`src/rtl/pcr_pkg.sv`:
```
`timescale 1ns/1ps
package pcr_pkg;
  localparam int NSLOT       = 6;
  localparam int WPS         = 3;                     // words per slot
  localparam int DATA_W      = 16;
  localparam int PADDR_W     = 23;                    // address bits 23:1
  localparam int PLO_W       = 15;                    // bits 15:1
  localparam int PHI_W       = PADDR_W - PLO_W;       // bits 23:16
  localparam int AW          = 5;
  localparam int SLOT_BASE   = 2;
  localparam int MIRROR_BASE = SLOT_BASE + WPS * NSLOT;
  localparam int SLOT_IW     = $clog2(NSLOT);
  localparam int MODE_LSB    = 9;
  localparam int LOCK_BIT    = 8;

  typedef enum logic [1:0] {RK_MODE, RK_STAT, RK_SLOT, RK_NONE} reg_kind_e;

  typedef struct packed {
    reg_kind_e          kind;
    logic [SLOT_IW-1:0] slot;
    logic [1:0]         field;   // 0 addr low, 1 addr high, 2 data
    logic               wr_ok;
  } reg_dec_t;

  function automatic reg_dec_t decode_word(logic [AW-1:0] w);
    reg_dec_t d;
    int iw;
    int rel;
    d.kind  = RK_NONE;
    d.slot  = '0;
    d.field = '0;
    d.wr_ok = 1'b0;
    iw = int'(w);
    if (iw == 0) begin
      d.kind  = RK_MODE;
      d.wr_ok = 1'b1;
    end else if (iw == 1) begin
      d.kind  = RK_STAT;
      d.wr_ok = 1'b1;
    end else if (iw < MIRROR_BASE) begin
      rel     = iw - SLOT_BASE;
      d.kind  = RK_SLOT;
      d.slot  = SLOT_IW'(rel / WPS);
      d.field = 2'(rel % WPS);
      d.wr_ok = 1'b1;
    end else begin
      rel     = iw - MIRROR_BASE;
      d.kind  = RK_SLOT;
      d.slot  = SLOT_IW'(NSLOT - 2 + ((rel / WPS) % 2));
      d.field = 2'(rel % WPS);
    end
    return d;
  endfunction

  function automatic logic [DATA_W-1:0] addr_lo_word(logic [PADDR_W-1:0] a);
    return {a[PLO_W-1:0], 1'b0};
  endfunction

  function automatic logic [DATA_W-1:0] addr_hi_word(logic [PADDR_W-1:0] a);
    return {{(DATA_W-PHI_W){1'b0}}, a[PADDR_W-1:PLO_W]};
  endfunction

  function automatic logic [DATA_W-1:0] mode_word(logic [1:0] m, logic lk,
                                                  logic [NSLOT-1:0] en);
    logic [DATA_W-1:0] r;
    r = '0;
    r[MODE_LSB+1:MODE_LSB] = m;
    r[LOCK_BIT]            = lk;
    r[NSLOT-1:0]           = en;
    return r;
  endfunction
endpackage

```
`src/rtl/pcr_ctrl.sv`:
```
`timescale 1ns/1ps
module pcr_ctrl
  import pcr_pkg::*;
(
  input  logic             clk,
  input  logic             cold_rst_n,
  input  logic             warm_rst_n,
  input  logic             wr_hi,
  input  logic             wr_lo,
  input  logic             wr_stat,
  input  logic [2:0]       wd_ctl,
  input  logic [NSLOT-1:0] wd_en,
  output logic [1:0]       mode,
  output logic             lock,
  output logic [NSLOT-1:0] code_en,
  output logic             status
);
  logic [1:0]       mode_q;
  logic             lock_q;
  logic [NSLOT-1:0] en_q;
  logic             stat_q;

  always_ff @(posedge clk) begin
    if (!cold_rst_n || !warm_rst_n) begin
      mode_q <= '0;
      lock_q <= 1'b0;
      en_q   <= '0;
    end else begin
      if (wr_hi) {mode_q, lock_q} <= wd_ctl;
      if (wr_lo) en_q <= wd_en;
    end
  end

  always_ff @(posedge clk) begin
    if (!cold_rst_n)  stat_q <= 1'b0;
    else if (wr_stat) stat_q <= 1'b1;
  end

  assign mode    = mode_q;
  assign lock    = lock_q;
  assign code_en = en_q;
  assign status  = stat_q;

  // a warm reset leaves the mode word cleared
  p_warm_clear_r4: assert property (@(posedge clk) disable iff (!cold_rst_n)
    !warm_rst_n |=> (!lock_q && mode_q == 2'b00 && en_q == '0));

  // the status bit only falls through a cold reset
  p_status_keep_r5: assert property (@(posedge clk) disable iff (!cold_rst_n)
    stat_q |=> stat_q);

  // an accepted status write sets the bit
  p_status_set_r5: assert property (@(posedge clk) disable iff (!cold_rst_n)
    wr_stat |=> stat_q);
endmodule

```
`src/rtl/pcr_src_sel.sv`:
```
`timescale 1ns/1ps
module pcr_src_sel (
  input  logic       clk,
  input  logic       cold_rst_n,
  input  logic [1:0] mode,
  output logic       sel_boot,
  output logic       sel_regs,
  output logic       sel_cart
);
  always_comb begin
    sel_boot = 1'b0;
    sel_regs = 1'b0;
    sel_cart = 1'b0;
    unique case (mode)
      2'b00:   sel_boot = 1'b1;
      2'b01:   sel_regs = 1'b1;
      default: sel_cart = 1'b1;
    endcase
  end

  // one source at a time
  p_sel_onehot_r2: assert property (@(posedge clk) disable iff (!cold_rst_n)
    $countones({sel_boot, sel_regs, sel_cart}) == 1);
endmodule

```
`src/rtl/pcr_slot.sv`:
```
`timescale 1ns/1ps
module pcr_slot
  import pcr_pkg::*;
(
  input  logic               clk,
  input  logic               cold_rst_n,
  input  logic               wr_hi,
  input  logic               wr_lo,
  input  logic [2:0]         field_sel,
  input  logic [DATA_W-1:0]  wdata,
  output logic [PADDR_W-1:0] paddr,
  output logic [DATA_W-1:0]  pdata
);
  logic [PADDR_W-1:0] addr_q;
  logic [DATA_W-1:0]  data_q;

  always_ff @(posedge clk) begin
    if (!cold_rst_n) begin
      addr_q <= '0;
      data_q <= '0;
    end else begin
      if (field_sel[0]) begin
        if (wr_hi) addr_q[PLO_W-1:7] <= wdata[15:8];
        if (wr_lo) addr_q[6:0]       <= wdata[7:1];
      end
      if (field_sel[1] && wr_lo) addr_q[PADDR_W-1:PLO_W] <= wdata[PHI_W-1:0];
      if (field_sel[2]) begin
        if (wr_hi) data_q[15:8] <= wdata[15:8];
        if (wr_lo) data_q[7:0]  <= wdata[7:0];
      end
    end
  end

  assign paddr = addr_q;
  assign pdata = data_q;

  // an upper-lane write leaves the lower byte of the data
  p_lane_hi_only_r8: assert property (@(posedge clk) disable iff (!cold_rst_n)
    (field_sel[2] && wr_hi && !wr_lo) |=> $stable(data_q[7:0]));

  // a lower-lane write leaves the upper byte of the data
  p_lane_lo_only_r8: assert property (@(posedge clk) disable iff (!cold_rst_n)
    (field_sel[2] && wr_lo && !wr_hi) |=> $stable(data_q[15:8]));
endmodule

```
`src/rtl/patch_ctl_regs.sv`:
```
`timescale 1ns/1ps
module patch_ctl_regs
  import pcr_pkg::*;
(
  input  logic                       clk,
  input  logic                       cold_rst_n,
  input  logic                       warm_rst_n,
  input  logic [AW-1:0]              word_addr,
  input  logic                       wr_hi,
  input  logic                       wr_lo,
  input  logic [DATA_W-1:0]          wdata,
  input  logic                       rd_en,
  output logic [DATA_W-1:0]          rdata,
  output logic                       rd_valid,
  output logic                       sel_boot,
  output logic                       sel_regs,
  output logic                       sel_cart,
  output logic                       lock,
  output logic [NSLOT-1:0]           code_en,
  output logic [NSLOT*PADDR_W-1:0]   slot_addr,
  output logic [NSLOT*DATA_W-1:0]    slot_data
);
  reg_dec_t           dec;
  logic               any_wr;
  logic               wr_gate;
  logic               slot_wr;
  logic               wr_to_mirror;
  logic [1:0]         mode;
  logic               status;
  logic [PADDR_W-1:0] paddr_a [NSLOT];
  logic [DATA_W-1:0]  pdata_a [NSLOT];
  logic [DATA_W-1:0]  rd_word;

  assign dec          = decode_word(word_addr);
  assign any_wr       = wr_hi | wr_lo;
  assign wr_gate      = any_wr && !lock && dec.wr_ok;
  assign slot_wr      = wr_gate && dec.kind == RK_SLOT;
  assign wr_to_mirror = any_wr && dec.kind == RK_SLOT && !dec.wr_ok;

  pcr_ctrl u_ctrl (
    .clk        (clk),
    .cold_rst_n (cold_rst_n),
    .warm_rst_n (warm_rst_n),
    .wr_hi      (wr_gate && dec.kind == RK_MODE && wr_hi),
    .wr_lo      (wr_gate && dec.kind == RK_MODE && wr_lo),
    .wr_stat    (wr_gate && dec.kind == RK_STAT),
    .wd_ctl     (wdata[MODE_LSB+1:LOCK_BIT]),
    .wd_en      (wdata[NSLOT-1:0]),
    .mode       (mode),
    .lock       (lock),
    .code_en    (code_en),
    .status     (status)
  );

  pcr_src_sel u_sel (
    .clk        (clk),
    .cold_rst_n (cold_rst_n),
    .mode       (mode),
    .sel_boot   (sel_boot),
    .sel_regs   (sel_regs),
    .sel_cart   (sel_cart)
  );

  for (genvar g = 0; g < NSLOT; g++) begin : g_slot
    logic [2:0] fsel;
    assign fsel = (slot_wr && dec.slot == SLOT_IW'(g)) ? (3'b001 << dec.field) : 3'b000;

    pcr_slot u_slot (
      .clk        (clk),
      .cold_rst_n (cold_rst_n),
      .wr_hi      (wr_hi),
      .wr_lo      (wr_lo),
      .field_sel  (fsel),
      .wdata      (wdata),
      .paddr      (paddr_a[g]),
      .pdata      (pdata_a[g])
    );

    assign slot_addr[g*PADDR_W +: PADDR_W] = paddr_a[g];
    assign slot_data[g*DATA_W +: DATA_W]   = pdata_a[g];
  end

  always_comb begin
    rd_word = '0;
    case (dec.kind)
      RK_MODE: rd_word = mode_word(mode, lock, code_en);
      RK_STAT: rd_word = {{(DATA_W-1){1'b0}}, status};
      RK_SLOT: begin
        case (dec.field)
          2'd0:    rd_word = addr_lo_word(paddr_a[dec.slot]);
          2'd1:    rd_word = addr_hi_word(paddr_a[dec.slot]);
          default: rd_word = pdata_a[dec.slot];
        endcase
      end
      default: rd_word = '0;
    endcase
  end

  always_ff @(posedge clk) begin
    if (!cold_rst_n || !warm_rst_n) begin
      rdata    <= '0;
      rd_valid <= 1'b0;
    end else begin
      rd_valid <= rd_en;
      if (rd_en) rdata <= rd_word;
    end
  end

  // while locked, no register moves
  p_lock_freeze_r3: assert property (@(posedge clk)
    disable iff (!cold_rst_n || !warm_rst_n)
    lock |=> ($stable(slot_addr) && $stable(slot_data) && $stable(code_en)
              && $stable(mode) && $stable(status)));

  // a write aimed at a mirror word changes no slot
  p_mirror_ro_r7: assert property (@(posedge clk) disable iff (!cold_rst_n)
    wr_to_mirror |=> ($stable(slot_addr) && $stable(slot_data)));

  // read data holds when no read is requested
  p_rd_hold_r10: assert property (@(posedge clk)
    disable iff (!cold_rst_n || !warm_rst_n)
    !rd_en |=> $stable(rdata));
endmodule

```
`config.mk`:
```
export PLATFORM = sky130hd
export DESIGN_NAME = patch_ctl_regs
export DESIGN_NICKNAME = d
export VERILOG_FILES = /design/src/rtl/pcr_pkg.sv /design/src/rtl/pcr_ctrl.sv /design/src/rtl/pcr_src_sel.sv /design/src/rtl/pcr_slot.sv /design/src/rtl/patch_ctl_regs.sv
export SDC_FILE = /design/constraint.sdc
export NUM_CORES = 1
export LEC_CHECK = 0
export ABC_AREA = 0
export BUFFER_PORTS_ARGS = -buffer_cell sky130_fd_sc_hd__buf_2
export CAP_MARGIN = 20
export CORE_MARGIN = 8
export CORE_UTILIZATION = 60
export DETAILED_ROUTE_END_ITERATION = 12
export MAX_ROUTING_LAYER = met4
export PLACE_DENSITY = 0.86
export RECOVER_POWER = 100
export SYNTH_ARGS = -nofsm -noshare
export SYNTH_HDL_FRONTEND = slang
export SYNTH_SLANG_ARGS = --single-unit
```
`constraint.sdc`:
```
create_clock -name clk -period 16.25 [get_ports clk]
set_clock_uncertainty 0.1 [all_clocks]
set_input_delay 3.25 -clock clk [delete_from_list [all_inputs] [get_ports clk]]
set_output_delay 3.25 -clock clk [all_outputs]
set_load 0.03 [all_outputs]
```
; Word-level counts from Yosys, hierarchy flattened
; Cells that the tools add are included.
[classes]
eq_ne = 10
magnitude_cmp = 2
n_reduce_logical = 53
n_shift = 1
muxes = 25
bitwise_logic = 3
add_sub_neg = 3
div = 4
[ops]
columns = op, count
row1 = $bmux W23 S3, 1
row2 = $div A32 B3 Y32 const B, 2
row3 = $mod A32 B3 Y32 const B, 2
row4 = $bmux W16 S3, 1
row5 = $pmux W16 S3, 1
row6 = $reduce_and A2 Y1, 24
row7 = $mux W23, 2
row8 = $mux W16, 2
row9 = $pmux W16 S2, 1
row10 = $logic_and A1 B1 Y1, 19
row11 = $mux W3, 6
row12 = $mux W5, 3
row13 = $eq A2 B1 Y1 const B, 3
row14 = $eq A3 B2 Y1 const B, 2
row15 = $eq A3 B3 Y1 const B, 2
row16 = $logic_not A2 Y1, 3
row17 = $mux W1, 6
row18 = $sub A5 B2 Y6 const B, 1
row19 = $sub A5 B5 Y6 const B, 1
row20 = $eq A5 B2 Y1 const B, 1
row21 = $logic_not A5 Y1, 1
row22 = $lt A5 B5 Y1 const B, 1
row23 = $ge A4 B4 Y1 const B, 1
row24 = $mux W2, 2
row25 = 11 further kinds, 13
[word_totals]
register_bits = 261
input_bits = 27
out_inout_bits = 261
elab_cells = 137

; Depth between registers and ports, before layout
[depth]
ltp_word = 13
depth_mapped = 37
mapped_depth_nobuf = 29

; Cells and area by module
; A second synthesis with hierarchy kept.
[hier_totals]
cells_unflattened = 1636
area_unflattened_um2 = 14361.3
[modules_own_cells]
columns = module, seq_area_each_um2, area_each_um2, cells_per_inst, instances
row1 = pcr_slot, 780.7, 1575.3, 159, 6
row2 = patch_ctl_regs, 340.3, 4549.4, 648, 1
row3 = pcr_ctrl, 200.2, 346.6, 31, 1
row4 = pcr_src_sel, 0.0, 13.8, 3, 1

; Worst setup path after synthesis
; OpenSTA, ideal clock, no wires.
[synth_path]
path_kind = in2reg
startpoint = input port word_addr[2]
endpoint = register g_slot[4].u_slot.addr_q[10]
setup_ps = 116
path_buffers = 6
t_arrival_ps = 9374
required_ps = 16034
stages = 34
path_slack_ps = 6660
cell_sequence = buf_2 -> buf_2 -> inv_1 -> ha_1 -> inv_1 -> ha_1 -> buf_4 -> buf_4 -> xor2_1 -> ha_1 -> a221oi_1 -> mux2i_1 -> o32a_4 -> inv_1 -> ha_1 -> buf_1 -> a211oi_2 -> xnor2_1 -> inv_1 -> ha_1 -> nor2_1 -> nand2_1 -> nor3_2 -> a311oi_4 -> mux2i_2 -> ha_1 -> a221o_1 -> or2_1 -> nor3_2 -> a221oi_2 -> buf_6 -> nor4_4 -> mux2i_1 -> nor2b_1
[synth_via]
elab_chain_cells = 11
word_cells_on_any_way = 27
classes_between = add/sub (3) / div (4) / order compare (1) / eq/ne (3) / shift (1) / mux (9) / bitwise (1) / reduce/logical (5)
[synth_lines]
columns = item, line_no
row1 = "start, declared", patch_ctl_regs.sv:8  ; input logic [AW-1:0] word_addr,
row2 = $sub A5 B5 Y6, pcr_pkg.sv:47  ; rel = iw - MIRROR_BASE;
row3 = $div A32 B3 Y32, pcr_pkg.sv:49  ; d.slot = SLOT_IW'(NSLOT - 2 + ((rel / WPS) % 2));
row4 = $and A1 B1 Y1 (no line), --
row5 = $add A3 B2 Y3, pcr_pkg.sv:49
row6 = $mux W5, pcr_pkg.sv:40  ; end else if (iw < MIRROR_BASE) begin
row7 = $mux W5, pcr_pkg.sv:37  ; end else if (iw == 1) begin
row8 = $mux W5, pcr_pkg.sv:34  ; if (iw == 0) begin
row9 = $eq A3 B3 Y1, patch_ctl_regs.sv:66  ; assign fsel = (slot_wr && dec.slot == SLOT_IW'(g)) ? (3'b001 << dec.field) : 3'b000;
row10 = $logic_and A1 B1 Y1, patch_ctl_regs.sv:66
row11 = $mux W3 *, patch_ctl_regs.sv:66
row12 = $reduce_and A2 Y1 (no line) *, --
row13 = "end signal, assigned by index", pcr_slot.sv:23  ; if (wr_hi) addr_q[PLO_W-1:7] <= wdata[15:8];
row14 = "end signal, assigned by index", pcr_slot.sv:26  ; if (field_sel[1] && wr_lo) addr_q[PADDR_W-1:PLO_W] <= wdata[PHI_W-1:0];
row15 = "end, declared", pcr_slot.sv:14  ; logic [PADDR_W-1:0] addr_q;
; Every way passes the cells marked *; elsewhere a longest branch is shown, timed or not.
; A chain may end at the register's enable or synchronous reset.

; Worst setup path in the final report
[layout_path]
startpoint = input port word_addr[2]
endpoint = register g_slot[3].u_slot.addr_q[11]
[layout_via]
elab_chain_cells = 11
word_cells_on_any_way = 27
classes_between = add/sub (3) / div (4) / order compare (1) / eq/ne (3) / shift (1) / mux (9) / bitwise (1) / reduce/logical (5)
[layout_lines]
columns = item, line_no
row1 = $sub A5 B5 Y6, pcr_pkg.sv:47
row2 = $div A32 B3 Y32, pcr_pkg.sv:49
row3 = $and A1 B1 Y1 (no line), --
row4 = $add A3 B2 Y3, pcr_pkg.sv:49
row5 = $mux W5, pcr_pkg.sv:40
row6 = $mux W5, pcr_pkg.sv:37
row7 = $mux W5, pcr_pkg.sv:34
row8 = $eq A3 B2 Y1, patch_ctl_regs.sv:66
row9 = $logic_and A1 B1 Y1, patch_ctl_regs.sv:66
row10 = $mux W3 *, patch_ctl_regs.sv:66
row11 = $reduce_and A2 Y1 (no line) *, --
row12 = "end signal, assigned by index", pcr_slot.sv:23
row13 = "end signal, assigned by index", pcr_slot.sv:26
row14 = "end, declared", pcr_slot.sv:14
; Marks and branches as above.

==> flow_summary.ini <==
[synth]
syn_area_mm2 = 0.01395
synth.top_cells.by_area = dfxtp_1, mux2i_1, nor2b_1, o21ai_0, clkbuf_1
netlist_top_cells_count = dfxtp_1, mux2i_1, nor2b_1, clkbuf_1, nand2_1
synth_enable_flop_cells = 0
synth_top_area_cell = dfxtp_1
synth_top_area_frac = 0.3747
synth-main-ff-cell = dfxtp_1
ys_types = 87
yosysMostFrequentCell = dfxtp_1
synth.avg_cell_area_um2 = 9.242
ys_seq_area_frac = 0.3747
yosys_warnings = 0
ys_ff_latch = 261
synth_cells = 1509
syn_nets = 1555
async_flop_share = 0

[cts]
insertion_delay_ns = 0.53
cts_setup_buffers = 0
clock_sinks = 261
clk_pin_slew_ns = 0.07
cts_max_level = 1
hold_buffers = 0
clockBufferDepth = 3
cts_buffers = 27
cts-root-buf = clkbuf_16
cts_tree = done
cts_resized = 0

[power_and_ir_drop]
power.density_mw_per_mm2 = 113.7
ir_drop_mv = 0.1233
p_leak_uw = 0.005817

[grt]
grt_antenna_before_repair = 2
grt_pass1_vias = 12610
grt_overflow = 0
grt_first_pass_wirelength_mm = 73.22
grt_start_max_net_pins = 150
grt_usage = 0.3308

[cells_and_area]
final_cells = 2017
syn_to_final_growth_pct = 11.93
drive_above_1_share = 0.05491
fin_nets = 1758

[die]
io_pins = 288
initial_utilization = 0.6141
die_x_um = 168.5
die-area_mm2 = 0.02838
die_height_um = 168.5
core-area_mm2 = 0.02271
rows = 55

[setup_path]
cp-start-kind = input port
critPathArrivalTime_ns = 13.02
cp.required_ns = 16.58
endpoint_kind = flip-flop
path_max_fanout = 23
crit_type = in -> reg

[placed_design]
place.gp.congestion = 0.9632
port_buffers = 287
hpwl_mm = 33.59
pre_cts_slack_ns = 5.517
post-place-cells = 1968

[routing]
post-route-drc-count = 0
antenna_left = 0
firstDrtPassIters = 6
drt_iter0_markers = 1667
vias = 13100
avgViaCountPerCell = 6.496
post_drt_wl_per_cell_um = 24.00
wirelength_mm = 48.40

[sta]
tns_ns = 0
period_needed_ns = 12.69
hold_violations = 0
fin_ws_ns = 3.563
finalCritPeriodShare = 0.7808
timing.slew.headroom = -2.550
rsz0062_at_grt = false
slew_viol_final = 229
setup_viol = 0
fmaxAchievable_mhz = 78.82
tightest_slew_ns = 5.325

[run_status]
status = finished, violations left
failed_checks = max-capacitance violations, max-slew violations

[hold_path]
hold_class = reg -> reg

[flow_run]
cap_violations = 8
## stage by stage
step	total power (µW)	utilization	hold slack [ns]	cell area (µm²)
floorplan	1057	-	0.3323	13950
detailed placement	1190	0.6751	0.3588	15330
CTS	1786	0.7125	0.3739	16180
global route	1829	0.6874	0.3907	15610
global placement	1184	0.6751	0.3424	15330
finish	1775	0.6874	0.3699	15610
## kinds of logic after synthesis
group | Yosys count | synth area share
and+or+nand+nor | 503 | 0.2158
xor gates and xnor gates | 13 | 0.009151
AOI/OAI and AO/OA | 322 | 0.1630
adders and majority gates | 19 | 0.01705
DFF | 261 | 0.3747
buffers and inverters | 149 | 0.04567
muxes | 242 | 0.1747
## worst max-delay path, cell delays in order
cell,delay (ns)
clkbuf_1,0.66
inv_1,0.25
ha_1,0.29
inv_1,0.06
ha_1,0.62
xor2_1,0.21
ha_1,0.32
a21oi_1,0.17
xor2_1,0.44
inv_1,0.12
ha_1,0.32
a211oi_1,0.51
xnor2_1,0.19
inv_1,0.09
ha_1,0.20
nor2_1,0.07
and3b_1,0.20
a311oi_1,0.45
mux2i_1,0.31
ha_1,0.27
a221o_1,0.28
or2_0,0.27
nor3_1,0.43
a221oi_4,0.12
clkbuf_1,0.49
nor4_1,1.93
nand3_1,0.22
o21ai_0,0.25
## sequential cells by signal (all words and copies together) (netlist names)
name / flops
rdata: 16
u_ctrl.mode: 2
u_ctrl.lock: 1
rd_valid: 1
g_slot.u_slot.paddr: 138
g_slot.u_slot.pdata: 96
u_ctrl.code_en: 6
u_ctrl.status: 1
## metal layers
metal  share of wire  vias up  wire length (µm)  track usage
met1            0.40     6315             19170       0.4072
met2            0.45      778             21860       0.5136
met4           0.053        0              2574       0.1522
met5               0        -                 0            -
met3           0.099      163              4799      0.07304
li1                -     5847                 -            -
## where the power goes
part	leakage (µW)	switching, µW	internal, µW
clock network	0.000419	256	351
registers	0.00210	13.6	655
logic	0.00329	340	160
## cell usage in the layout, fill, tap and decap left out, types with 11 or more instances in the layout
| cell type | Yosys | layout |
|---|---|---|
| clkbuf_1 | 78 | 273 |
| dfxtp_1 | 261 | 261 |
| mux2i_1 | 236 | 237 |
| nor2b_1 | 222 | 222 |
| nand2_1 | 77 | 77 |
| o21ai_0 | 65 | 64 |
| a21oi_1 | 58 | 58 |
| nand3_1 | 48 | 51 |
| nor2_1 | 37 | 38 |
| o22ai_1 | 30 | 30 |
| clkbuf_16 | 0 | 27 |
| nor3_1 | 18 | 26 |
| o221ai_1 | 26 | 26 |
| buf_2 | 35 | 24 |
| inv_1 | 22 | 22 |
| a221o_1 | 20 | 20 |
| ha_1 | 19 | 19 |
| a22oi_1 | 14 | 14 |
| a211oi_1 | 12 | 13 |
| o21a_1 | 12 | 12 |
| and3_1 | 12 | 12 |
| o211ai_1 | 11 | 11 |
## final timing paths
kind,from,endpoint,slack (ns),cells after the start
setup / recovery,word_addr[2],g_slot[3].u_slot.paddr[11]$_SDFFE_PN0P_,3.56,28
hold / removal,u_ctrl.status$_SDFFE_PN0P_,u_ctrl.status$_SDFFE_PN0P_,0.37,1
setup reg to reg,u_ctrl.lock$_SDFFE_PP0P_,g_slot[1].u_slot.paddr[22]$_SDFFE_PN0P_,12.78,6
hold reg to reg,u_ctrl.status$_SDFFE_PN0P_,u_ctrl.status$_SDFFE_PN0P_,0.37,1
## cell type report
class / count / area, µm²
diodes: 2 / 5.005
repair buffers: 300 / 1194
inverters: 23 / 86.33
clock inverters: 10 / 106.4
fillers: 1936 / 7099
multi-input cells: 1099 / 7894
well taps: 285 / 356.6
clock buffers: 37 / 743.2
flip-flops and latches: 261 / 5225
Power figures use the tool's default switching activity.
